**src/rtl/bcg_pkg.sv**
```systemverilog
package bcg_pkg;
  typedef enum logic [2:0] {
    PH_ADDR   = 3'd0,
    PH_ALE    = 3'd1,
    PH_LATCH  = 3'd2,
    PH_STROBE = 3'd3,
    PH_REL    = 3'd4
  } phase_e;

  typedef enum logic [1:0] {
    CYC_IDLE  = 2'd0,
    CYC_FETCH = 2'd1,
    CYC_READ  = 2'd2,
    CYC_WRITE = 2'd3
  } cyc_e;
endpackage

```
**src/rtl/bcg_phase_seq.sv**
```systemverilog
module bcg_phase_seq
  import bcg_pkg::*;
(
  input  logic   clk_i,
  input  logic   rst_ni,
  output phase_e phase_o,
  output logic   slot_o
);
  phase_e phase_q;

  always_ff @(posedge clk_i or negedge rst_ni) begin
    if (!rst_ni)                phase_q <= PH_ADDR;
    else if (phase_q == PH_REL) phase_q <= PH_ADDR;
    else                        phase_q <= phase_e'(phase_q + 3'd1);
  end

  assign phase_o = phase_q;
  assign slot_o  = (phase_q == PH_REL);

  AST_SLOT_WRAPS: assert property (@(posedge clk_i) disable iff (!rst_ni)
    slot_o |=> (phase_o == PH_ADDR));
endmodule

```
**src/rtl/bcg_cycle_reg.sv**
```systemverilog
module bcg_cycle_reg
  import bcg_pkg::*;
#(
  parameter int ADDR_W = 12,
  parameter int DATA_W = 8
) (
  input  logic              clk_i,
  input  logic              rst_ni,
  input  logic              take_i,
  input  logic [1:0]        kind_i,
  input  logic [ADDR_W-1:0] addr_i,
  input  logic [DATA_W-1:0] wdata_i,
  output cyc_e              kind_o,
  output logic [ADDR_W-1:0] addr_o,
  output logic [DATA_W-1:0] wdata_o
);
  always_ff @(posedge clk_i or negedge rst_ni) begin
    if (!rst_ni) begin
      kind_o  <= CYC_IDLE;
      addr_o  <= '0;
      wdata_o <= '0;
    end else if (take_i) begin
      kind_o  <= cyc_e'(kind_i);
      addr_o  <= addr_i;
      wdata_o <= wdata_i;
    end
  end
endmodule

```
**src/rtl/bcg_pin_ctl.sv**
```systemverilog
module bcg_pin_ctl
  import bcg_pkg::*;
#(
  parameter int ADDR_W = 12,
  parameter int DATA_W = 8,
  localparam int HI_W  = ADDR_W - DATA_W
) (
  input  logic              clk_i,
  input  logic              rst_ni,
  input  phase_e            phase_i,
  input  cyc_e              kind_i,
  input  logic [ADDR_W-1:0] addr_i,
  input  logic [DATA_W-1:0] wdata_i,
  output logic [DATA_W-1:0] bus_o,
  output logic              bus_oe_o,
  output logic [HI_W-1:0]   nib_o,
  output logic              nib_oe_o,
  output logic              ale_o,
  output logic              psen_no,
  output logic              rd_no,
  output logic              wr_no
);
  logic addr_ph, strb_ph, data_ph, is_fetch, is_read, is_write;

  always_comb begin
    addr_ph  = (phase_i == PH_ADDR) || (phase_i == PH_ALE) || (phase_i == PH_LATCH);
    strb_ph  = (phase_i == PH_STROBE);
    data_ph  = strb_ph || (phase_i == PH_REL);
    is_fetch = (kind_i == CYC_FETCH);
    is_read  = (kind_i == CYC_READ);
    is_write = (kind_i == CYC_WRITE);

    ale_o    = (phase_i == PH_ALE);
    bus_oe_o = ((kind_i != CYC_IDLE) && addr_ph) || (is_write && data_ph);
    bus_o    = '0;
    if (addr_ph && kind_i != CYC_IDLE) bus_o = addr_i[DATA_W-1:0];
    else if (is_write && data_ph)      bus_o = wdata_i;
    nib_oe_o = is_fetch;
    nib_o    = is_fetch ? addr_i[ADDR_W-1:DATA_W] : '0;
    psen_no  = !(is_fetch && strb_ph);
    rd_no    = !(is_read  && strb_ph);
    wr_no    = !(is_write && strb_ph);
  end

  AST_ONE_STROBE: assert property (@(posedge clk_i) disable iff (!rst_ni)
    $countones({~psen_no, ~rd_no, ~wr_no}) <= 1);
  AST_NO_STROBE_AT_ALE: assert property (@(posedge clk_i) disable iff (!rst_ni)
    ale_o |-> (psen_no && rd_no && wr_no));
  AST_FLOAT_ON_INPUT: assert property (@(posedge clk_i) disable iff (!rst_ni)
    (!psen_no || !rd_no) |-> !bus_oe_o);
  AST_WR_DRIVES: assert property (@(posedge clk_i) disable iff (!rst_ni)
    !wr_no |-> bus_oe_o);
  AST_PSEN_NIB: assert property (@(posedge clk_i) disable iff (!rst_ni)
    !psen_no |-> nib_oe_o);
endmodule

```
**src/rtl/bcg_capture.sv**
```systemverilog
module bcg_capture
  import bcg_pkg::*;
#(
  parameter int DATA_W = 8
) (
  input  logic              clk_i,
  input  logic              rst_ni,
  input  phase_e            phase_i,
  input  cyc_e              kind_i,
  input  logic [DATA_W-1:0] bus_i,
  output logic [DATA_W-1:0] instr_o,
  output logic              instr_vld_o,
  output logic [DATA_W-1:0] rdata_o,
  output logic              rdata_vld_o
);
  logic last_strb;
  assign last_strb = (phase_i == PH_STROBE);

  always_ff @(posedge clk_i or negedge rst_ni) begin
    if (!rst_ni) begin
      instr_o     <= '0;
      rdata_o     <= '0;
      instr_vld_o <= 1'b0;
      rdata_vld_o <= 1'b0;
    end else begin
      instr_vld_o <= last_strb && (kind_i == CYC_FETCH);
      rdata_vld_o <= last_strb && (kind_i == CYC_READ);
      if (last_strb && kind_i == CYC_FETCH) instr_o <= bus_i;
      if (last_strb && kind_i == CYC_READ)  rdata_o <= bus_i;
    end
  end

  AST_IVLD_PULSE: assert property (@(posedge clk_i) disable iff (!rst_ni)
    instr_vld_o |=> !instr_vld_o);
  AST_RVLD_PULSE: assert property (@(posedge clk_i) disable iff (!rst_ni)
    rdata_vld_o |=> !rdata_vld_o);
endmodule

```
**src/rtl/bus_cycle_gen.sv**
```systemverilog
module bus_cycle_gen
  import bcg_pkg::*;
#(
  parameter int ADDR_W = 12,
  parameter int DATA_W = 8,
  localparam int HI_W  = ADDR_W - DATA_W
) (
  input  logic              clk_i,
  input  logic              rst_ni,
  input  logic [1:0]        req_kind_i,
  input  logic [ADDR_W-1:0] req_addr_i,
  input  logic [DATA_W-1:0] req_wdata_i,
  output logic              slot_o,
  input  logic [DATA_W-1:0] bus_i,
  output logic [DATA_W-1:0] bus_o,
  output logic              bus_oe_o,
  output logic [HI_W-1:0]   nib_o,
  output logic              nib_oe_o,
  output logic              ale_o,
  output logic              psen_no,
  output logic              rd_no,
  output logic              wr_no,
  output logic [DATA_W-1:0] instr_o,
  output logic              instr_vld_o,
  output logic [DATA_W-1:0] rdata_o,
  output logic              rdata_vld_o
);
  phase_e            phase;
  cyc_e              cur_kind;
  logic [ADDR_W-1:0] cur_addr;
  logic [DATA_W-1:0] cur_wdata;

  bcg_phase_seq u_seq (
    .clk_i   (clk_i),
    .rst_ni  (rst_ni),
    .phase_o (phase),
    .slot_o  (slot_o)
  );

  bcg_cycle_reg #(.ADDR_W(ADDR_W), .DATA_W(DATA_W)) u_creg (
    .clk_i   (clk_i),
    .rst_ni  (rst_ni),
    .take_i  (slot_o),
    .kind_i  (req_kind_i),
    .addr_i  (req_addr_i),
    .wdata_i (req_wdata_i),
    .kind_o  (cur_kind),
    .addr_o  (cur_addr),
    .wdata_o (cur_wdata)
  );

  bcg_pin_ctl #(.ADDR_W(ADDR_W), .DATA_W(DATA_W)) u_pins (
    .clk_i    (clk_i),
    .rst_ni   (rst_ni),
    .phase_i  (phase),
    .kind_i   (cur_kind),
    .addr_i   (cur_addr),
    .wdata_i  (cur_wdata),
    .bus_o    (bus_o),
    .bus_oe_o (bus_oe_o),
    .nib_o    (nib_o),
    .nib_oe_o (nib_oe_o),
    .ale_o    (ale_o),
    .psen_no  (psen_no),
    .rd_no    (rd_no),
    .wr_no    (wr_no)
  );

  bcg_capture #(.DATA_W(DATA_W)) u_cap (
    .clk_i       (clk_i),
    .rst_ni      (rst_ni),
    .phase_i     (phase),
    .kind_i      (cur_kind),
    .bus_i       (bus_i),
    .instr_o     (instr_o),
    .instr_vld_o (instr_vld_o),
    .rdata_o     (rdata_o),
    .rdata_vld_o (rdata_vld_o)
  );

  AST_ALE_ONE_CLK: assert property (@(posedge clk_i) disable iff (!rst_ni)
    ale_o |=> !ale_o);
  AST_ALE_BEFORE_SLOT: assert property (@(posedge clk_i) disable iff (!rst_ni)
    slot_o |-> !ale_o);
  AST_IVLD_AFTER_PSEN: assert property (@(posedge clk_i) disable iff (!rst_ni)
    instr_vld_o |-> $past(!psen_no));
  AST_RVLD_AFTER_RD: assert property (@(posedge clk_i) disable iff (!rst_ni)
    rdata_vld_o |-> $past(!rd_no));
endmodule

```
**config.mk**
```make
export PLATFORM = sky130hd
export DESIGN_NAME = bus_cycle_gen
export DESIGN_NICKNAME = d
export VERILOG_FILES = /design/src/rtl/bcg_pkg.sv /design/src/rtl/bcg_phase_seq.sv /design/src/rtl/bcg_cycle_reg.sv /design/src/rtl/bcg_pin_ctl.sv /design/src/rtl/bcg_capture.sv /design/src/rtl/bus_cycle_gen.sv
export SDC_FILE = /design/constraint.sdc
export NUM_CORES = 1
export LEC_CHECK = 0
export BUFFER_PORTS_ARGS = -buffer_cell sky130_fd_sc_hd__buf_4
export CAP_MARGIN = 30
export CORE_MARGIN = 10
export CORE_UTILIZATION = 49
export CTS_CLUSTER_DIAMETER = 100
export DETAILED_ROUTE_END_ITERATION = 8
export PLACE_DENSITY = 0.79
export SLEW_MARGIN = 20
export SYNTH_ARGS = -nofsm -noshare
export SYNTH_HDL_FRONTEND = slang
export SYNTH_SLANG_ARGS = --single-unit
```
**constraint.sdc**
```tcl
create_clock -name clk_i -period 2.22 [get_ports clk_i]
set_input_delay 0.111 -clock clk_i [delete_from_list [all_inputs] [get_ports clk_i]]
set_output_delay 0.111 -clock clk_i [all_outputs]
set_load 0.05 [all_outputs]
```
==> metrics.yaml, run 1 <==
status:
  status: "finished, final reports clean"
detailed_routing:
  drt_iter0_drc: 48
  via_per_inst: 5.09
  totalWireLength_um: 4610
  vias: 1287
  wl_met2_um: 2210
  drtAntennaViolNets: 0
  met1_length_um: 1950
  drc: 0
  top_layer: "met4"
  dr.pass1.iters: 3
  dr_wl_met3_um: 408
  wl_per_cell_um: 18.2
logic_synthesis:
  syn_avg_cell_area_um2: 15.2
  ys_seq_elements: 43
  ys_seq_area_share_pct: 54.6
  ys_types: 23
  syn-cell-area_mm2: 0.00197
  synthCells: 130
  syn_nets: 167
  yosysWarningCount: 0
cts:
  cts_max_path_buffers: 2
  cts_tree: "built"
  clock_latency_ps: 290
  clkSlewWorstSetupHoldPaths_ps: 80
  cts_sinks: 43
  h-tree-depth: 2
  clock-root-buffer: "clkbuf_8"
  cts_made_buffers: 5
die:
  dieArea_mm2: 0.00696
  core_mm2: 0.00377
  ios: 69
  fp.dieH_um: 83.4
  die_w_um: 83.4
  start_util_pct: 52.3
  rows: 22
pwr:
  power_density_mw_per_mm2: 726
  total_power_mw: 1.94
  ir_drop_v: 0.000339
  p_leak_nw: 1.34
sta:
  slew-limit-headroom_pct: 64.8
  final.setup.worst_slack_ps: 64.8
  hold_slack_ps: 43.3
  finalCritPeriodShare_pct: 97.1
  min_period_ps: 2160
  timing.fmax_mhz: 464
  worstMarginPinSlew_ps: 527
  timing.final.max_slew_violations: 0
  hold_viol: 0
  finClkSkew_ps: 7.81
  setup_viol: 0
cells_and_area:
  syn2layout_area_growth_pct: 35.7
  stdcell_area_mm2: 0.00267
  nNetsFinal: 241
  insertedDiodeCount: 0
  layout-drive-gt1-share_pct: 63.9
  post-route-util_pct: 70.9
  layout_common_cells: "buf_4 (69), dfrtp_1 (43), mux2_2 (30)"
  final_common_cell: "buf_4"
global_route:
  grt_overflow: 0
  grt_pass1_vias: 1423
  grt_max_degree: 44
  grt_use_total_pct: 12.7
  antenna_found_initial: 0
  grt_pass1_wl_um: 7250
placed_design:
  dp_slack_ps: 281
  port_buffers: 68
  gp_congestion: 0.776
  place_hpwl_um: 3560
  placed_area_mm2: 0.00251
setup_path:
  r2r-end: "u_cap.rdata_o[3]$_DFFE_PN0P_"
  worstSetupPathType: "reg2out"
  startpoint: "u_seq.phase_o[0]$_DFF_PN0_"
  reg2reg_depth: 4
  start_kind: "flop"
  crit_chain: "inv_1 > ha_2 > nor3_2 > nor3_4 > buf_12 > mux2_2 > buf_4"
  critPathMaxStageDelay_ps: 420
  setup.worst_path.end: "bus_o[7]"
  r2r-start: "u_seq.phase_o[0]$_DFF_PN0_"
  endpoint_kind: "output port"
  reg2reg_slack_ps: 380
  cp_slowest_cell: "dfrtp_1"
  required_ps: 2110
  cp_max_fo: 8
  critPathArrivalTime_ps: 2040
hold_path:
  hold_depth: 2
  hp-class: "in2reg"
flow_run:
  drv_cap: 0
==> cell type report <==
type,count,area [um2]
inverters,5,18.8
clock inverters,2,35.0
clock buffers,6,82.6
well taps,48,60.1
flip-flops and latches,43,1080
fillers,258,1100
repair buffers,71,548
multi-input cells,78,853
==> repair_timing <==
action,4_1_cts,5_1_grt
pin swaps,1,1
resized for setup,0,3
buffers inserted,0,1
endpoints found under the setup margin,8,8
hold buffers,1,0
cloned,0,0
hold endpoints to repair,43,0
==> how the worst min path moves through the flow <==
stage,slack (ps),start,to
6_report,40,req_wdata_i[4],u_creg.wdata_o[4]$_DFFE_PN0P_
2_1_floorplan,-180,rst_ni,u_cap.instr_o[0]$_DFFE_PN0P_
3_5_place_dp,130,rst_ni,u_cap.instr_o[2]$_DFFE_PN0P_
4_1_cts,40,req_wdata_i[4],u_creg.wdata_o[4]$_DFFE_PN0P_
5_1_grt,30,req_wdata_i[1],u_creg.wdata_o[1]$_DFFE_PN0P_
3_3_place_gp,120,rst_ni,u_creg.addr_o[11]$_DFFE_PN0P_
==> critical path: cells and delay by family (launching register included) <==
kind	cells	cell delay [ps]
buffers and inverters	3	450
flip-flops	1	420
multiplexers	1	340
AND/OR/NAND/NOR	2	300
adder cells (fa/ha/maj)	1	230
==> sequential cells by signal (all words and copies together), names as in the netlist <==
register,flops
u_cap.instr_o,8
u_cap.instr_vld_o,1
u_cap.rdata_o,8
u_cap.rdata_vld_o,1
u_creg.addr_o,12
u_creg.kind_o,2
u_creg.wdata_o,8
u_seq.phase_o,3
==> metal layers <==
layer | track usage [%] | vias to the layer above
li1 | - | 594
met1 | 14.2 | 631
met2 | 21.0 | 56
met3 | 6.25 | 6
met4 | 3.18 | 0
met5 | 0 | -
==> per-stage QoR <==
| stage | instances | setup TNS, ps |
|---|---|---|
| finish | 253 | 0 |
| global route | 253 | -37.2 |
| CTS | 252 | 0 |
| detailed placement | 243 | 0 |
| global placement | 243 | 0 |
| floorplan | 130 | 0 |
==> power breakdown <==
part	internal (mW)	switching [mW]	total (mW)
sequential	0.847	0.0367	0.884
clock	0.364	0.252	0.616
combinational	0.169	0.272	0.441
==> kinds of logic after synthesis <==
family | after synthesis | synth area share (%)
multiplexers | 47 | 30.0
flip-flops | 43 | 54.6
AND/OR/NAND/NOR | 25 | 8.89
buffers and inverters | 9 | 2.92
adder cells (fa/ha/maj) | 5 | 3.17
AO/OA/AOI/OAI | 1 | 0.381
==> cell usage after synthesis (all sizes together) <==
cell type	count	area, um2
and2	5	31.3
buf	4	38.8
dfrtp	43	1080
ha	5	62.6
inv	5	18.8
mux2	46	578
mux2i	1	13.8
nand2	2	10.0
nand3	1	5.00
nand3b	1	7.51
nor2	3	13.8
nor2b	3	26.3
nor3	2	21.3
nor3b	8	60.1
o21bai	1	7.51
No activity file was read; power rests on OpenSTA's default activity.
==> inputs of run 2 (changes only) <==
==> constraint.sdc (replaced) <==
create_clock -name clk_i -period 2.22 [get_ports clk_i]
set_input_delay 0.444 -clock clk_i [delete_from_list [all_inputs] [get_ports clk_i]]
set_output_delay 0.444 -clock clk_i [all_outputs]
set_load 0.05 [all_outputs]
==> run 2 against run 1 <==
The run now ends with negative setup slack left. Clock skew fell by 1.9 ps. Largest cell class unchanged. Flip-flop and latch count did not move. Routed wire length barely moved. Critical endpoint is now bus_o[6]. Sequential share of layout area fell by 0.98 points. Critical path type unchanged.
==> metrics.yaml, run 2 (synthesized netlist as in run 1, its figures left out) <==
status:
  status: "finished, violations left"
  failed_checks: "negative setup slack"
cells_and_area:
  stdcell_area_mm2: 0.00274  # +2.6%
  finalNonFillerCells: 257  # +1.6%
  final_common_cell: "buf_4"
  insertedDiodeCount: 0  # unchanged
  post-route-util_pct: 72.8  # +1.9 points
  layout-drive-gt1-share_pct: 67.0  # +3.1 points
  syn2layout_area_growth_pct: 39.2
  layout_common_cells: "buf_4 (65), dfrtp_1 (42), mux2_2 (29)"
  largest_reg_flops: 12  # unchanged
  nNetsFinal: 245  # +1.7%
  largest_register: "u_creg.addr_o"
setup_path:
  start_kind: "flop"
  startpoint: "u_seq.phase_o[1]$_DFF_PN0_"
  critPathArrivalTime_ps: 1870  # -170 ps
  cp_max_fo: 9  # +1
  required_ps: 1780  # -330 ps
  worstSetupPathType: "reg2out"
  r2r-start: "u_seq.phase_o[0]$_DFF_PN0_"
  endpoint_kind: "output port"
global_route:
  grt_overflow: 0  # unchanged
  antenna_found_initial: 0  # unchanged
  grt_use_total_pct: 13.2  # +0.52 points
  grt_pass1_wl_um: 7560  # +4.3%
  grt_pass1_vias: 1494  # +5.0%
  grt_max_degree: 44  # unchanged
die:
  fp.dieH_um: 83.4  # unchanged
  start_util_pct: 52.3  # unchanged
  dieArea_mm2: 0.00696  # unchanged
  die_w_um: 83.4  # unchanged
  rows: 22  # unchanged
  core_mm2: 0.00377  # unchanged
  ios: 69  # unchanged
sta:
  timing.fmax_mhz: 431  # -7.0%
  setup_viol: 8  # +8
  worstMarginPinSlew_ps: 532  # +4.29 ps
  timing.final.max_slew_violations: 0  # unchanged
  min_period_ps: 2320  # +163 ps
  rsz0062_at_grt: "true"
  slew-limit-headroom_pct: 64.5  # -0.29 points
  finalCritPeriodShare_pct: 104  # +7.3 points
  setup_tns_ps: -645  # -645 ps
  hold_slack_ps: 122  # +79.1 ps
  final.setup.worst_slack_ps: -97.9  # -163 ps
  finClkSkew_ps: 5.90  # -1.91 ps
  hold_viol: 0  # unchanged
placed_design:
  dp_slack_ps: -4.56  # -286 ps
  placed_area_mm2: 0.00254  # +1.2%
  gp_congestion: 0.806  # +3.9%
  place_hpwl_um: 3510  # -1.5%
  placed_cells: 247  # +1.6%
  port_buffers: 68  # unchanged
detailed_routing:
  dr.pass1.iters: 4  # +1
  vias: 1284  # -0.23%
  totalWireLength_um: 4610  # about the same
  drt_iter0_drc: 52  # +8.3%
  drc: 0  # unchanged
  wl_per_cell_um: 17.9  # -1.5%
  via_per_inst: 5.00  # -1.8%
  drtAntennaViolNets: 0  # unchanged
cts:
  cts_max_path_buffers: 2  # unchanged
  cts_made_buffers: 5  # unchanged
  clkSlewWorstSetupHoldPaths_ps: 80  # about the same
  clock-root-buffer: "clkbuf_8"
  cts_tree: "built"
  cts_sinks: 43  # unchanged
  clock_latency_ps: 290  # about the same
  h-tree-depth: 2  # unchanged
pwr:
  ir_drop_v: 0.000403  # +19%
  p_leak_nw: 1.35  # +0.68%
  power_density_mw_per_mm2: 657  # -9.4%
  total_power_mw: 1.80  # -7.1%
flow_run:
  drv_cap: 0  # unchanged
hold_path:
  hp-class: "in2async"
## run 2: cell types whose count changed in the layout (fill, tap and decap cells not counted), sizes merged
cell         before  now
clkinvlp          0    1
buf              70   75
bufinv            1    0
dlygate4sd3       1    0
## run 2: area by class of cell
type                       instances  area (um2)
clock buffer                       6        72.6
clock inverter                     2        12.5
fill                             258        1030
inverter                           5        18.8
multi-input combinational         78         890
sequential                        43        1080
tap                               48        60.1
timing repair buffer              75         613
## run 2: path summary, 6_finish.rpt
kind / endpoint / slack (ps) / depth (start not counted)
setup / recovery: bus_o[6] / -100 / 7
hold / removal: u_cap.rdata_o[3]$_DFFE_PN0P_ / 120 / 1
setup reg to reg: u_cap.rdata_o[1]$_DFFE_PN0P_ / 540 / 5
hold reg to reg: u_creg.addr_o[9]$_DFFE_PN0P_ / 510 / 1
max in group asynchronous: u_seq.phase_o[0]$_DFF_PN0_ / 1690 / 1
min in group clk_i: u_creg.addr_o[5]$_DFFE_PN0P_ / 380 / 2
## run 2: repair_timing
action                                  CTS  global route
hold buffers                              0             0
setup buffers                             1             1
resized for setup                        18             4
pin swaps                                 3             0
endpoints found under the setup margin    9            10
## run 2: report_power, final
| group | internal (mW) | total, mW | switching [mW] |
|---|---|---|---|
| clock network | 0.220 | 0.475 | 0.256 |
| logic | 0.172 | 0.443 | 0.271 |
| registers | 0.847 | 0.884 | 0.0373 |
## run 2: layer usage
metal,part of all wire [%],track usage [%],up-vias
li1,-,-,602
met1,41,14.3,625
met2,49,22.1,53
met3,9.9,7.23,4
met4,0.56,2.72,0
met5,0,0,-
## run 2: critical path, cell delays in order, from the launching register on
cell and delay (ps):
dfrtp_1 440, inv_2 130, ha_4 170, nor3_4 40
nor3_4 140, buf_12 150, mux2_2 350, buf_6 160
==> inputs of run 3 (changes only) <==
- MAX_ROUTING_LAYER: not set -> met4
==> run 3 against run 2 <==
The run still ends with negative setup slack left. First-iteration DRC count decreased by 17%. Fmax about the same. Utilization unchanged. Register-to-register slack about the same. Final area unchanged. Largest power group unchanged. Combinational power about the same. Final cell count unchanged. Power about the same. Flip-flop and latch count unchanged. Global-route usage increased by 0.36 points. Via count decreased by 0.16%. Worst setup slack got worse by 1.9 ps.
==> metrics.yaml, run 3 (synthesized netlist as in run 1, its figures left out) <==
global_route:
  grt_use_total_pct: 13.5  # +0.36 points
  grt_pass1_wl_um: 7530  # -0.37%
  antenna_found_initial: 0  # unchanged
  grt_pass1_vias: 1498  # +0.27%
  grt_max_degree: 44  # unchanged
  grt_overflow: 0  # unchanged
cells_and_area:
  largest_reg_flops: 12  # unchanged
  layout-drive-gt1-share_pct: 67.0  # unchanged
  largest_register: "u_creg.addr_o"
  insertedDiodeCount: 0  # unchanged
  final_common_cell: "buf_4"
  stdcell_area_mm2: 0.00274  # unchanged
  layout_common_cells: "buf_4 (65), dfrtp_1 (42), mux2_2 (29)"
  syn2layout_area_growth_pct: 39.2  # unchanged
  nNetsFinal: 245  # unchanged
setup_path:
  cp_slowest_cell: "dfrtp_1"
  crit_top_cell: "nor3_4"
  crit_chain: "inv_2 > ha_4 > nor3_4 > nor3_4 > buf_12 > mux2_2 > buf_6"
  start_kind: "flop"
  worstSetupPathType: "reg2out"
  crit_buf_inv: 3  # unchanged
  critPathArrivalTime_ps: 1880  # about the same
  required_ps: 1780  # about the same
  critPathMaxStageDelay_ps: 440  # about the same
  endpoint_kind: "output port"
  cp_max_fo: 9  # unchanged
  critPathTopFamily: "buffers and inverters"
placed_design:
  gp_congestion: 0.818  # +1.5%
  dp_slack_ps: -4.56  # unchanged
  place_hpwl_um: 3510  # unchanged
  port_buffers: 68  # unchanged
  placed_area_mm2: 0.00254  # unchanged
cts:
  clkSlewWorstSetupHoldPaths_ps: 80  # about the same
  cts_made_buffers: 5  # unchanged
  cts_sinks: 43  # unchanged
  h-tree-depth: 2  # unchanged
  clock-root-buffer: "clkbuf_8"
  cts_tree: "built"
  clock_latency_ps: 290  # about the same
  cts_max_path_buffers: 2  # unchanged
sta:
  timing.fmax_mhz: 431  # about the same
  min_period_ps: 2320  # +1.90 ps
  final.setup.worst_slack_ps: -99.8  # -1.90 ps
  rsz0062_at_grt: "true"
  timing.final.max_slew_violations: 0  # unchanged
  finalCritPeriodShare_pct: 104  # about the same
  hold_slack_ps: 122  # -0.312 ps
  finClkSkew_ps: 5.93  # +0.0342 ps
  setup_viol: 8  # unchanged
  worstMarginPinSlew_ps: 531  # -0.281 ps
  slew-limit-headroom_pct: 64.6  # about the same
  hold_viol: 0  # unchanged
die:
  rows: 22  # unchanged
  die_w_um: 83.4  # unchanged
  ios: 69  # unchanged
  core_mm2: 0.00377  # unchanged
  start_util_pct: 52.3  # unchanged
  dieArea_mm2: 0.00696  # unchanged
  fp.dieH_um: 83.4  # unchanged
detailed_routing:
  via_per_inst: 4.99  # -0.16%
  met1_length_um: 1980  # +5.5%
  dr.pass1.iters: 3  # -1
  drt_iter0_drc: 43  # -17%
  vias: 1282  # -0.16%
  top_layer: "met4"
  drtAntennaViolNets: 0  # unchanged
  wl_per_cell_um: 17.9  # about the same
  totalWireLength_um: 4610  # about the same
  drc: 0  # unchanged
  dr_wl_met3_um: 353  # -22%
  wl_met2_um: 2250  # about the same
pwr:
  seq_power_share_pct: 49.0  # about the same
  p_leak_nw: 1.35  # unchanged
  total_power_mw: 1.80  # about the same
  ir_drop_v: 0.000403  # about the same
  comb_power_share_pct: 24.6  # about the same
  power_density_mw_per_mm2: 657  # about the same
  pwr-share-clk_pct: 26.4  # about the same
  sw_frac_of_total_pct: 31.3  # +0.034 points
  cellInternalPower_mw: 1.24  # unchanged
  p_sw_mw: 0.565  # +0.16%
status:
  failed_checks: "negative setup slack"
  status: "finished, violations left"
hold_path:
  hp-class: "in2async"
flow_run:
  drv_cap: 0  # unchanged
-- run 3: power groups by stage --
stage | Combinational, mW | Sequential [mW] | Clock, mW
floorplan | 0.118 | 1.05 | 0
global placement | 0.437 | 0.895 | 0
detailed placement | 0.444 | 0.899 | 0
CTS | 0.450 | 0.884 | 0.495
global route | 0.466 | 0.892 | 0.535
finish | 0.443 | 0.884 | 0.476
-- run 3: layout make-up --
type,count,area (um2)
timing repair buffer,75,613
fill,258,1030
multi-input combinational,78,890
clock inverter,2,12.5
inverter,5,18.8
tap,48,60.1
sequential,43,1080
clock buffer,6,72.6
-- run 3: repair_timing --
item	CTS	global route
hold buffers	0	0
pin swaps	3	0
gates resized for setup	18	4
setup buffers	1	1
endpoints found under the setup margin	9	10
-- run 3: routing by layer --
layer / GRT usage (%) / up-vias
met5: - / -
met3: 5.86 / 4
li1: - / 602
met1: 15.1 / 623
met2: 22.1 / 53
met4: 2.72 / 0
-- run 3: through the flow --
step	utilization (%)	instances	TNS [ps]
6_report	72.8	257	-653
5_1_grt	72.8	257	-1350
4_1_cts	71.9	256	-735
3_5_place_dp	67.4	247	-4.56
3_3_place_gp	67.4	247	0
2_1_floorplan	-	130	0
-- run 3: worst paths after layout --
check	slack (ps)	cells after the start	to	startpoint
max reg2reg	540	5	u_cap.rdata_o[1]$_DFFE_PN0P_	u_seq.phase_o[0]$_DFF_PN0_
max	-100	7	bus_o[6]	u_seq.phase_o[1]$_DFF_PN0_
max in group asynchronous	1690	1	u_seq.phase_o[0]$_DFF_PN0_	rst_ni
min reg2reg	510	1	u_creg.addr_o[9]$_DFFE_PN0P_	u_creg.addr_o[9]$_DFFE_PN0P_
min	120	1	u_cap.rdata_o[3]$_DFFE_PN0P_	rst_ni
min in group clk_i	380	2	u_creg.addr_o[5]$_DFFE_PN0P_	req_addr_i[5]
